<file path="src/rtl/nand_prefetch_ctrl.sv">
module nand_prefetch_ctrl #(
  parameter int CNT_W = 14,
  parameter int PTR_W = 7,
  parameter int CS_W  = 3
) (
  input  logic             clk,
  input  logic             rst_n,
  input  logic             reg_wr,
  input  logic [2:0]       reg_sel,
  input  logic [31:0]      wr_data,
  input  logic [PTR_W-1:0] fifo_ptr,
  input  logic             term_pulse,
  input  logic             dp_dma_req,
  output logic [31:0]      cfg_word,
  output logic [CNT_W-1:0] xfer_count,
  output logic [CS_W-1:0]  chip_sel,
  output logic             running,
  output logic             start_strobe,
  output logic             refill_strobe,
  output logic             stop_strobe,
  output logic [1:0]       status,
  output logic             irq,
  output logic             dma_req
);
  localparam logic [31:0] CFG_MASK = 32'h7f8f7fbf;
  localparam int THR_LSB = 8;
  localparam int CS_LSB  = 24;
  localparam logic [2:0] SEL_CFG = 3'd0, SEL_CNT = 3'd1, SEL_CTL = 3'd2,
                         SEL_CLR = 3'd3, SEL_IEN = 3'd4;

  logic [1:0] ien_q;
  logic [PTR_W-1:0] thr;
  logic fifo_hit, ctl_chg;
  logic [1:0] clr, st_next;

  assign thr      = cfg_word[THR_LSB +: PTR_W];
  assign fifo_hit = fifo_ptr >= thr;
  assign ctl_chg  = reg_wr && reg_sel == SEL_CTL && !term_pulse && (wr_data[0] != running);
  assign clr      = (reg_wr && reg_sel == SEL_CLR) ? wr_data[1:0] : 2'b00;
  assign st_next  = (status & ~clr) | {term_pulse, fifo_hit};

  assign chip_sel = cfg_word[CS_LSB +: CS_W];
  assign irq      = |(ien_q & status);
  assign dma_req  = dp_dma_req & cfg_word[2];

  always_ff @(posedge clk) begin
    if (!rst_n) begin
      cfg_word      <= '0;
      xfer_count    <= '0;
      running       <= 1'b0;
      start_strobe  <= 1'b0;
      refill_strobe <= 1'b0;
      stop_strobe   <= 1'b0;
      status        <= '0;
      ien_q         <= '0;
    end else begin
      start_strobe  <= ctl_chg && wr_data[0];
      refill_strobe <= ctl_chg && wr_data[0] && !cfg_word[0];
      stop_strobe   <= ctl_chg && !wr_data[0];
      if (term_pulse)   running <= 1'b0;
      else if (ctl_chg) running <= wr_data[0];
      if (reg_wr && !running && reg_sel == SEL_CFG) cfg_word <= wr_data & CFG_MASK;
      if (reg_wr && !running && reg_sel == SEL_CNT) xfer_count <= wr_data[CNT_W-1:0];
      if (reg_wr && reg_sel == SEL_IEN) ien_q <= wr_data[1:0];
      status <= st_next;
    end
  end

  assert_cfg_lock_R3: assert property (@(posedge clk) disable iff (!rst_n)
    (reg_wr && reg_sel == SEL_CFG && running) |=> $stable(cfg_word));
  assert_cnt_lock_R3: assert property (@(posedge clk) disable iff (!rst_n)
    (reg_wr && reg_sel == SEL_CNT && running) |=> $stable(xfer_count));
  assert_start_runs_R4: assert property (@(posedge clk) disable iff (!rst_n)
    start_strobe |-> (running && !stop_strobe));
  assert_stop_idles_R5: assert property (@(posedge clk) disable iff (!rst_n)
    stop_strobe |-> !running);
  assert_fifo_event_R7: assert property (@(posedge clk) disable iff (!rst_n)
    fifo_hit |=> status[0]);
  assert_term_done_R8: assert property (@(posedge clk) disable iff (!rst_n)
    term_pulse |=> (!running && status[1] && !start_strobe && !stop_strobe));
  assert_dma_gate_R11: assert property (@(posedge clk) disable iff (!rst_n)
    dma_req |-> cfg_word[2]);
endmodule

</file>
<file path="config.mk">
export PLATFORM = sky130hd
export DESIGN_NAME = nand_prefetch_ctrl
export DESIGN_NICKNAME = d
export VERILOG_FILES = /design/src/rtl/nand_prefetch_ctrl.sv
export SDC_FILE = /design/constraint.sdc
export NUM_CORES = 1
export LEC_CHECK = 0
export BUFFER_PORTS_ARGS = -buffer_cell sky130_fd_sc_hd__clkbuf_2
export CAP_MARGIN = 20
export CORE_AREA = 2 2 69 71
export DETAILED_ROUTE_END_ITERATION = 16
export DIE_AREA = 0 0 71 73
export HOLD_SLACK_MARGIN = 0.02
export PLACE_DENSITY_LB_ADDON = 0.3
export REMOVE_ABC_BUFFERS = 1
export SYNTH_ARGS = -nofsm -noshare
export SYNTH_HDL_FRONTEND = slang
export SYNTH_SLANG_ARGS = --single-unit
</file>
<file path="constraint.sdc">
create_clock -name clk -period 4.7 [get_ports clk]
set_input_delay 1.41 -clock clk [delete_from_list [all_inputs] [get_ports clk]]
set_output_delay 1.41 -clock clk [all_outputs]
set_load 0.01 [all_outputs]
</file>
==> results of run 1 <==
layer usage:
metal	part of all wire, %	global-route usage [%]	vias to the layer above
met1	46	19.7	747
li1	-	-	893
met4	0.44	5.03	0
met5	0	0	-
met3	10	6.49	2
met2	43	24.9	67
power groups by stage:
stage	clock (mW)	combinational (mW)	sequential (mW)
after global routing	0.303	0.0865	0.423
after detailed placement	0	0.0778	0.431
after CTS	0.287	0.0782	0.421
final	0.277	0.0772	0.421
after floorplan	0	0.0324	0.435
after global placement	0	0.0771	0.430
kinds of logic (layout without fill, tap and decap cells):
| family | count (synthesis) | after routing | share of synthesized area [%] |
|---|---|---|---|
| simple gates | 90 | 90 | 21.8 |
| other cells | 1 | 6 | 0.180 |
| fa+ha+maj | 7 | 7 | 4.20 |
| buf+inv | 29 | 107 | 7.98 |
| compound gates | 34 | 34 | 11.6 |
| flops | 48 | 48 | 46.1 |
| mux | 17 | 17 | 8.16 |
per-stage QoR:
stage / instance area [um^2] / cells / utilization [%]
floorplan: 1970 / 210 / -
global placement: 2510 / 357 / 55.4
detailed placement: 2510 / 357 / 55.4
CTS: 2610 / 363 / 57.6
global route: 2610 / 363 / 57.6
finish: 2610 / 363 / 57.6
cell usage in the layout (no fill, tap or decap):
cell / Yosys / final
a21boi_1: 1 / 1
mux2i_1: 17 / 17
a22o_1: 1 / 1
ha_1: 7 / 7
nor2b_1: 18 / 18
dfxtp_1: 48 / 48
and4b_2: 1 / 1
or4b_4: 1 / 1
nor3_1: 1 / 1
a31oi_1: 2 / 2
clkbuf_8: 0 / 5
nand4_1: 1 / 1
clkbuf_2: 0 / 92
inv_1: 8 / 8
conb_1: 1 / 6
nand2_1: 55 / 55
bufinv_16: 0 / 1
nand3b_1: 1 / 1
a21oi_1: 3 / 3
nor2_1: 2 / 2
nor4_4: 0 / 1
a21boi_0: 25 / 25
nor3b_1: 4 / 4
nand2b_4: 1 / 1
and2_1: 1 / 1
o21ai_0: 2 / 2
and3_1: 1 / 1
nor4b_1: 1 / 1
or4_1: 1 / 1
buf_4: 9 / 1
sequential cells by signal, summed over array words and instances (netlist names):
register,count
xfer_count,14
status,2
running,1
cfg_word,26
stop_strobe,1
refill_strobe,1
start_strobe,1
ien_q,2
cells in the mapped netlist, types with 2 or more instances:
cell type	n
a21boi_0	25
a21oi_1	3
a31oi_1	2
buf_2	4
buf_4	9
clkbuf_1	6
dfxtp_1	48
ha_1	7
inv_1	8
mux2i_1	17
nand2_1	55
nor2_1	2
nor2b_1	18
nor3b_1	4
o21ai_0	2
path summary, 6_finish.rpt:
check / end / slack (ps) / cells after the start
worst min register to register: refill_strobe / 460 / 1
worst max register to register: cfg_word[0] / 2920 / 3
worst max-delay path: dma_req / 1550 / 3
worst min-delay path: refill_strobe / 460 / 1
area by class of cell:
| class | instances | area [um^2] |
|---|---|---|
| fillers | 429 | 1920 |
| multi-input cells | 154 | 986 |
| flip-flops and latches | 48 | 961 |
| repair buffers | 93 | 468 |
| clock buffers | 5 | 68.8 |
| well taps | 54 | 67.6 |
| clock inverters | 1 | 30.0 |
| inverters | 8 | 30.0 |
==> metrics, run 1 <==
IO buf count=slightly above 90; Mapped Avg Cell Area=approximately 9 um^2; Post-CTS Hold Fix Bufs=0; Critical path origin=dp_dma_req; delay-heaviest family, CP=buffers and inverters; Net Sw Power=approximately 0.17 mW; chip width=71 um; Root Buffer=clkbuf_8; H-tree Lvls=2; PwrDens=a little under 300 mW/mm^2; post-synth cell types=31; Hold Startpoint=cfg_word[0]; Worst Path Max Fanout=1; Final setup violation count=0; relative slew slack=roughly 40%; post-route setup slack=~1600 ps; Synth Flop Type=dfxtp_1; post-synthesis sequential element count=48; routed len/inst=11.2 um; crit-path cells=clkbuf_2 > and2_1 > clkbuf_2; share of layout cells above drive strength 1=between 30 and 40%; logic gate share of total power=between 10% and 20%; Syn. warnings=0; area grow syn2layout=25.2%; Die Area=approximately 0.0052 mm^2; Hold Crit Class=reg2reg; vias in the first global route=about 1500; GP Congestion=around 0.75; clock sinks=48; First-pass DRT Iterations=4; Worst setup EP type=primary output; clk_skew=4.18 ps; Seq/Total Area, Yosys=between 40% and 50%; Worst-path clk slew=about 80 ps; Residual DRC=0; top cell type by total area after synthesis=dfxtp_1; number of nets in the final layout=364; final antenna-violating net count=0; Max clock buf depth=2; GRT Resource Usage Total=~16%; Antenna Cells=0; pre-CTS setup slack=~1500 ps; grt ovf=0; Resized Gates After CTS=0; critical path's largest stage delay=140 ps; number of synthesized flops with an enable pin=0; Setup CP Type=in2out; Final period util=around 67%; 1st-iter DRT viols=54; min Tclk post-route=~3100 ps; Via density=between 4 and 5; CTS buffer count=5; hold slack=463 ps; critical path arrival=approximately 1700 ps; Core Region=0.00454 mm^2; worst-skew pair later-pin latency=290 ps; fin. max-slew vios=0; Pleak=around 1.2 nW; clock share of power=a little over a third; WP data required=about 3300 ps; Max-cap violations=0; Tightest Pin Transition=915 ps; antenna violations before repair=0; Worst path slowest cell=and2_1; Worst VDD drop=approximately 190 uV; worst r2r src=running; status=finished, final reports clean; Final TNS setup=0 ps; Chip Height=~73 um; RSZ-0062 raised after global routing=no; starting density of the core=between 40% and 50%; final hold violations=0; DPL Wire Length=roughly 2900 um; Buffers & Inverters on Critical Path=2; final WL=about 4100 um; I/O pins=roughly 100; Worst Setup Start Kind=input port; Flop pwr share=a little over half; vias after detailed routing=~1700; Max Freq=318 MHz; CP dominant cell by count=clkbuf_2; Async SR Flop Fraction=0%; post-synth top area share=roughly 46%; Mapped Area=~0.0021 mm^2; dominant cells by area after synthesis=dfxtp_1 46%, nand2_1 9.9%, a21boi_0 9.0%; largest net degree at the start of global routing=47; Internal Pwr Total=between 0.6 and 0.7 mW; first-pass GRT wire length=about 6600 um; post-layout power=just under 0.8 mW; Setup Buffers After CTS=0; CTS tree=done; Rows=25; cell count after synthesis=roughly 230; Net Sw Frac=between 20% and 30%
Note: power is estimated with default switching activity, not from simulation.
==> inputs of run 2 (changes only) <==
- CORE_AREA: 2 2 69 71 -> 2 2 72 74
- DIE_AREA: 0 0 71 73 -> 0 0 74 76
- clock period: 4.7 -> 3.29 ns (I/O delays scaled with it)
==> metrics, run 2 (same netlist as run 1, synthesis figures left out) <==
Post-CTS Hold Fix Bufs=0; post-route setup slack=~1000 ps; Hold Crit Class=reg2reg; RSZ-0062 raised after global routing=no; starting density of the core=a little over two fifths; Worst VDD drop=between 200 and 250 uV; WP data required=~2300 ps; First-pass DRT Iterations=3; crit-path cells=clkbuf_2 > and2_1 > clkbuf_2; Core Region=0.00491 mm^2; clock sinks=48; CTS buffer count=5; final hold violations=0; number of nets in the final layout=between 300 and 400; vias in the first global route=1595; Final setup violation count=0; Worst setup EP type=primary output; commonest non-fill, non-tap cell in the layout=clkbuf_2; Root Buffer=clkbuf_8; I/O pins=104; relative slew slack=between 30% and 40%; Final TNS setup=0 ps; Via density=about 4.5; Setup Buffers After CTS=0; GP Congestion=0.748; Max-cap violations=0; Die Area=around 0.0056 mm^2; Setup CP Type=in2out; area grow syn2layout=25.7%; IO buf count=between 90 and 100; CTS tree=done; R2R Path End=cfg_word[26]; Chip Height=around 76 um; Flop pwr share=between 50% and 60%; antenna violations before repair=0; share of layout cells above drive strength 1=around a third; chip width=74 um; Worst Path Max Fanout=1; Worst path slowest cell=and2_1; largest reg by FF count=cfg_word; hold path cells=1; status=finished, final reports clean; Top Registers=cfg_word (26), xfer_count (14); max reg flops=26; worst-skew pair later-pin latency=a little under 300 ps; Final period util=around 70%; routed len/inst=roughly 12 um; fin. max-slew vios=0; pre-CTS setup slack=roughly 730 ps; Tightest Pin Transition=about 950 ps; min Tclk post-route=about 2300 ps; CP dominant cell by count=clkbuf_2; Resized Gates After CTS=0; Antenna Cells=0; critical path arrival=~1300 ps; Worst Hold End=refill_strobe; Rows=26; H-tree Lvls=2; clock share of power=roughly 33%; R2R setup slack=about 1500 ps; Worst-path clk slew=around 80 ps; Max Freq=~430 MHz; GRT Resource Usage Total=16.1%; DPL Wire Length=between 3000 and 4000 um; logic gate share of total power=a little over a tenth; clk_skew=approximately 3.2 ps; critical path's largest stage delay=approximately 140 ps; Worst Setup Start Kind=input port; 1st-iter DRT viols=between 100 and 150; grt ovf=0; vias after detailed routing=~1700; final WL=4390 um; Net Sw Power=approximately 0.24 mW; Max clock buf depth=2; Internal Pwr Total=0.819 mW; most frequent cells in the layout=92 x clkbuf_2, 55 x nand2_1, 48 x dfxtp_1; Hold Startpoint=cfg_word[0]; Residual DRC=0; first-pass GRT wire length=between 7000 and 8000 um; Pleak=around 1.2 nW; worst reg2reg path depth=3; Net Sw Frac=about 23%; hold slack=457 ps; worst r2r src=running; largest net degree at the start of global routing=between 40 and 50; final antenna-violating net count=0; Core Util, Final=53.4%; PwrDens=just over 400 mW/mm^2
-- run 2: layer usage --
| layer | part of all wire, % | GRT usage, % | routed length [um] | vias up |
|---|---|---|---|---|
| met5 | 0 | 0 | 0 | - |
| met4 | 0.87 | 4.36 | 38 | 0 |
| met3 | 6.3 | 4.10 | 277 | 4 |
| met2 | 47 | 26.3 | 2080 | 59 |
| met1 | 45 | 20.9 | 1990 | 773 |
| li1 | - | - | - | 895 |
-- run 2: how the worst max path moves through the flow --
stage | start | cells past startpoint | slack, ps | end
final | dp_dma_req | 3 | 990 | dma_req
after global routing | dp_dma_req | 3 | 950 | dma_req
after CTS | dp_dma_req | 3 | 980 | dma_req
after detailed placement | reg_sel[2] | 5 | 730 | cfg_word[26]
after global placement | reg_sel[2] | 5 | 760 | cfg_word[29]
after floorplan | reg_sel[2] | 4 | 770 | cfg_word[0]
-- run 2: per-stage QoR --
step	cells	total power, mW	cell area (um^2)
after floorplan	210	0.667	1970
final	381	1.06	2620
after global routing	381	1.12	2620
after CTS	381	1.08	2620
after global placement	373	0.726	2530
after detailed placement	373	0.728	2530
-- run 2: critical path, delay by kind of cell --
kind,cells,cell delay (ps)
buffers and inverters,2,190
and+or+nand+nor,1,140
-- run 2: cell type report --
type	instances	area [um^2]
clock buffer	8	90.1
fill	508	2290
inverter	8	30.0
multi-input combinational	154	986
sequential	48	961
tap	70	87.6
timing repair buffer	93	468
-- run 2: power groups by stage --
stage,Clock (mW),Combinational [mW],Sequential [mW]
2_1_floorplan,0,0.0462,0.621
3_3_place_gp,0,0.111,0.615
3_5_place_dp,0,0.113,0.615
4_1_cts,0.366,0.114,0.602
5_1_grt,0.390,0.127,0.603
6_report,0.349,0.112,0.601
==> inputs of run 3 (changes only) <==
- ABC_AREA: default -> 1
- CORE_AREA: 2 2 72 74 -> 2 2 71 73
- DIE_AREA: 0 0 74 76 -> 0 0 73 75
- clock period: 3.29 -> 2.29 ns (I/O delays scaled with it)
==> metrics, run 3 <==
first-pass GRT wire length=~7000 um; Worst path slowest cell=clkbuf_2; Rows=25; GRT Resource Usage Total=between 15 and 20%; share of layout cells above drive strength 1=between 20% and 30%; CP dominant cell by count=clkbuf_2; cell count after synthesis=274; vias in the first global route=between 1500 and 2000; CTS tree=done; PwrDens=roughly 630 mW/mm^2; Pleak=1.28 nW; Top Registers=cfg_word (26), xfer_count (14); DPL Wire Length=around 3300 um; H-tree Lvls=2; Root Buffer=clkbuf_8; critical path's largest stage delay=approximately 120 ps; critical path arrival=between 900 and 1000 ps; Worst-path clk slew=approximately 80 ps; Critical path origin=dp_dma_req; Max Freq=603 MHz; Worst Setup Start Kind=input port; Final TNS setup=0 ps; Hold Crit Class=reg2reg; IO buf count=between 90 and 100; I/O pins=roughly 100; most frequent cells after synthesis=93 x nor2_1, 48 x dfxtp_1, 32 x o21ai_0, 24 x inv_1, 22 x nand2_1; Finished Layout Cells=between 400 and 500; Hold Startpoint=cfg_word[0]; grt ovf=0; number of nets in the final layout=413; largest reg by FF count=cfg_word; crit-path cells=clkbuf_2 > nand2_1 > inv_1 > clkbuf_2; post-synth top area share=between 40% and 50%; vias after detailed routing=1910; most frequent cells in the layout=93 x nor2_1, 92 x clkbuf_2, 48 x dfxtp_1; clock sinks=48; Final period util=between 70 and 80%; largest net degree at the start of global routing=32; post-synthesis sequential element count=48; post-synth cell types=24; fin. max-slew vios=0; min Tclk post-route=1660 ps; CTS buffer count=5; dominant cells by area after synthesis=dfxtp_1 47%, nor2_1 17%, o21ai_0 7.9%; Setup CP Type=in2out; Chip Height=75 um; starting density of the core=between 40% and 50%; WP data required=1600 ps; Post-CTS Hold Fix Bufs=0; Via density=~4.6; final antenna-violating net count=0; Max clock buf depth=2; top-count cell post-synth=nor2_1; antenna violations before repair=0; status=finished, final reports clean; Seq/Total Area, Yosys=between 40% and 50%; Setup Buffers After CTS=0; Core Region=between 0.004 and 0.005 mm^2; GP Congestion=approximately 0.73; area grow syn2layout=25.2%; Core Util, Final=between 50 and 60%; Synth Flop Type=dfxtp_1; Mapped Avg Cell Area=between 7 and 8 um^2; Syn. warnings=0; First-pass DRT Iterations=4; Residual DRC=0; worst-skew pair later-pin latency=between 200 and 300 ps; Mapped Area=around 0.002 mm^2; clk_skew=2.02 ps; final WL=approximately 4500 um; Worst setup EP type=primary output; final hold violations=0; top cell type by total area after synthesis=dfxtp_1; 1st-iter DRT viols=between 60 and 70; post-route setup slack=between 600 and 700 ps; number of synthesized flops with an enable pin=0; routed len/inst=about 11 um; Async SR Flop Fraction=0%; Final setup violation count=0; Resized Gates After CTS=0; Worst VDD drop=394 uV; worst r2r src=running; pre-CTS setup slack=roughly 490 ps; RSZ-0062 raised after global routing=no; commonest non-fill, non-tap cell in the layout=nor2_1; Antenna Cells=0; Placed Instances=406; Die Area=0.00548 mm^2; Max-cap violations=0; max reg flops=26; chip width=73 um; Worst Path Max Fanout=1
run 3: area by class of cell:
class / instances / area [um^2]
Tap cell: 54 / 67.6
Clock buffer: 6 / 82.6
Inverter: 26 / 100
Timing Repair Buffer: 93 / 468
Multi-Input combinational cell: 185 / 846
Sequential cell: 48 / 961
Clock inverter: 2 / 10.0
Fill cell: 478 / 2130
run 3: per-layer routing:
metal / wire length (um) / global-route usage [%]
met5: 0 / 0
met4: 51 / 6.17
met3: 371 / 6.16
met2: 2160 / 29.3
met1: 1890 / 19.3
run 3: worst max-delay path, delay by kind of cell:
| family | cells | cell delay [ps] |
|---|---|---|
| buffers and inverters | 3 | 250 |
| AND/OR/NAND/NOR | 1 | 40 |
run 3: where the power goes:
group / leakage (nW) / internal [mW] / switching, mW
clock network: 0.0510 / 0.241 / 0.267
logic: 0.843 / 0.0862 / 0.115
registers: 0.390 / 0.863 / 0.0169
run 3: worst paths after layout:
path	cells past startpoint	end	slack, ps
setup / recovery	4	dma_req	630
setup reg to reg	5	cfg_word[3]	1000
hold reg to reg	1	refill_strobe	460
hold / removal	1	refill_strobe	460
run 3: cell families (layout without fill, tap and decap cells):
group | count (synthesis) | after routing | share of synthesized area, %
simple gates | 126 | 126 | 24.8
flops | 48 | 48 | 47.5
compound gates | 46 | 46 | 11.6
buf+inv | 46 | 127 | 11.7
fa+ha+maj | 7 | 7 | 4.33
other cells | 1 | 6 | 0.185
run 3: per-stage QoR:
stage          power, mW  hold slack [ps]  instance area, um^2
3_3_place_gp        1.10              446                 2440
3_5_place_dp        1.10              448                 2440
4_1_cts             1.62              461                 2530
5_1_grt             1.67              481                 2530
6_report            1.59              455                 2530
2_1_floorplan       1.00              454                 1910
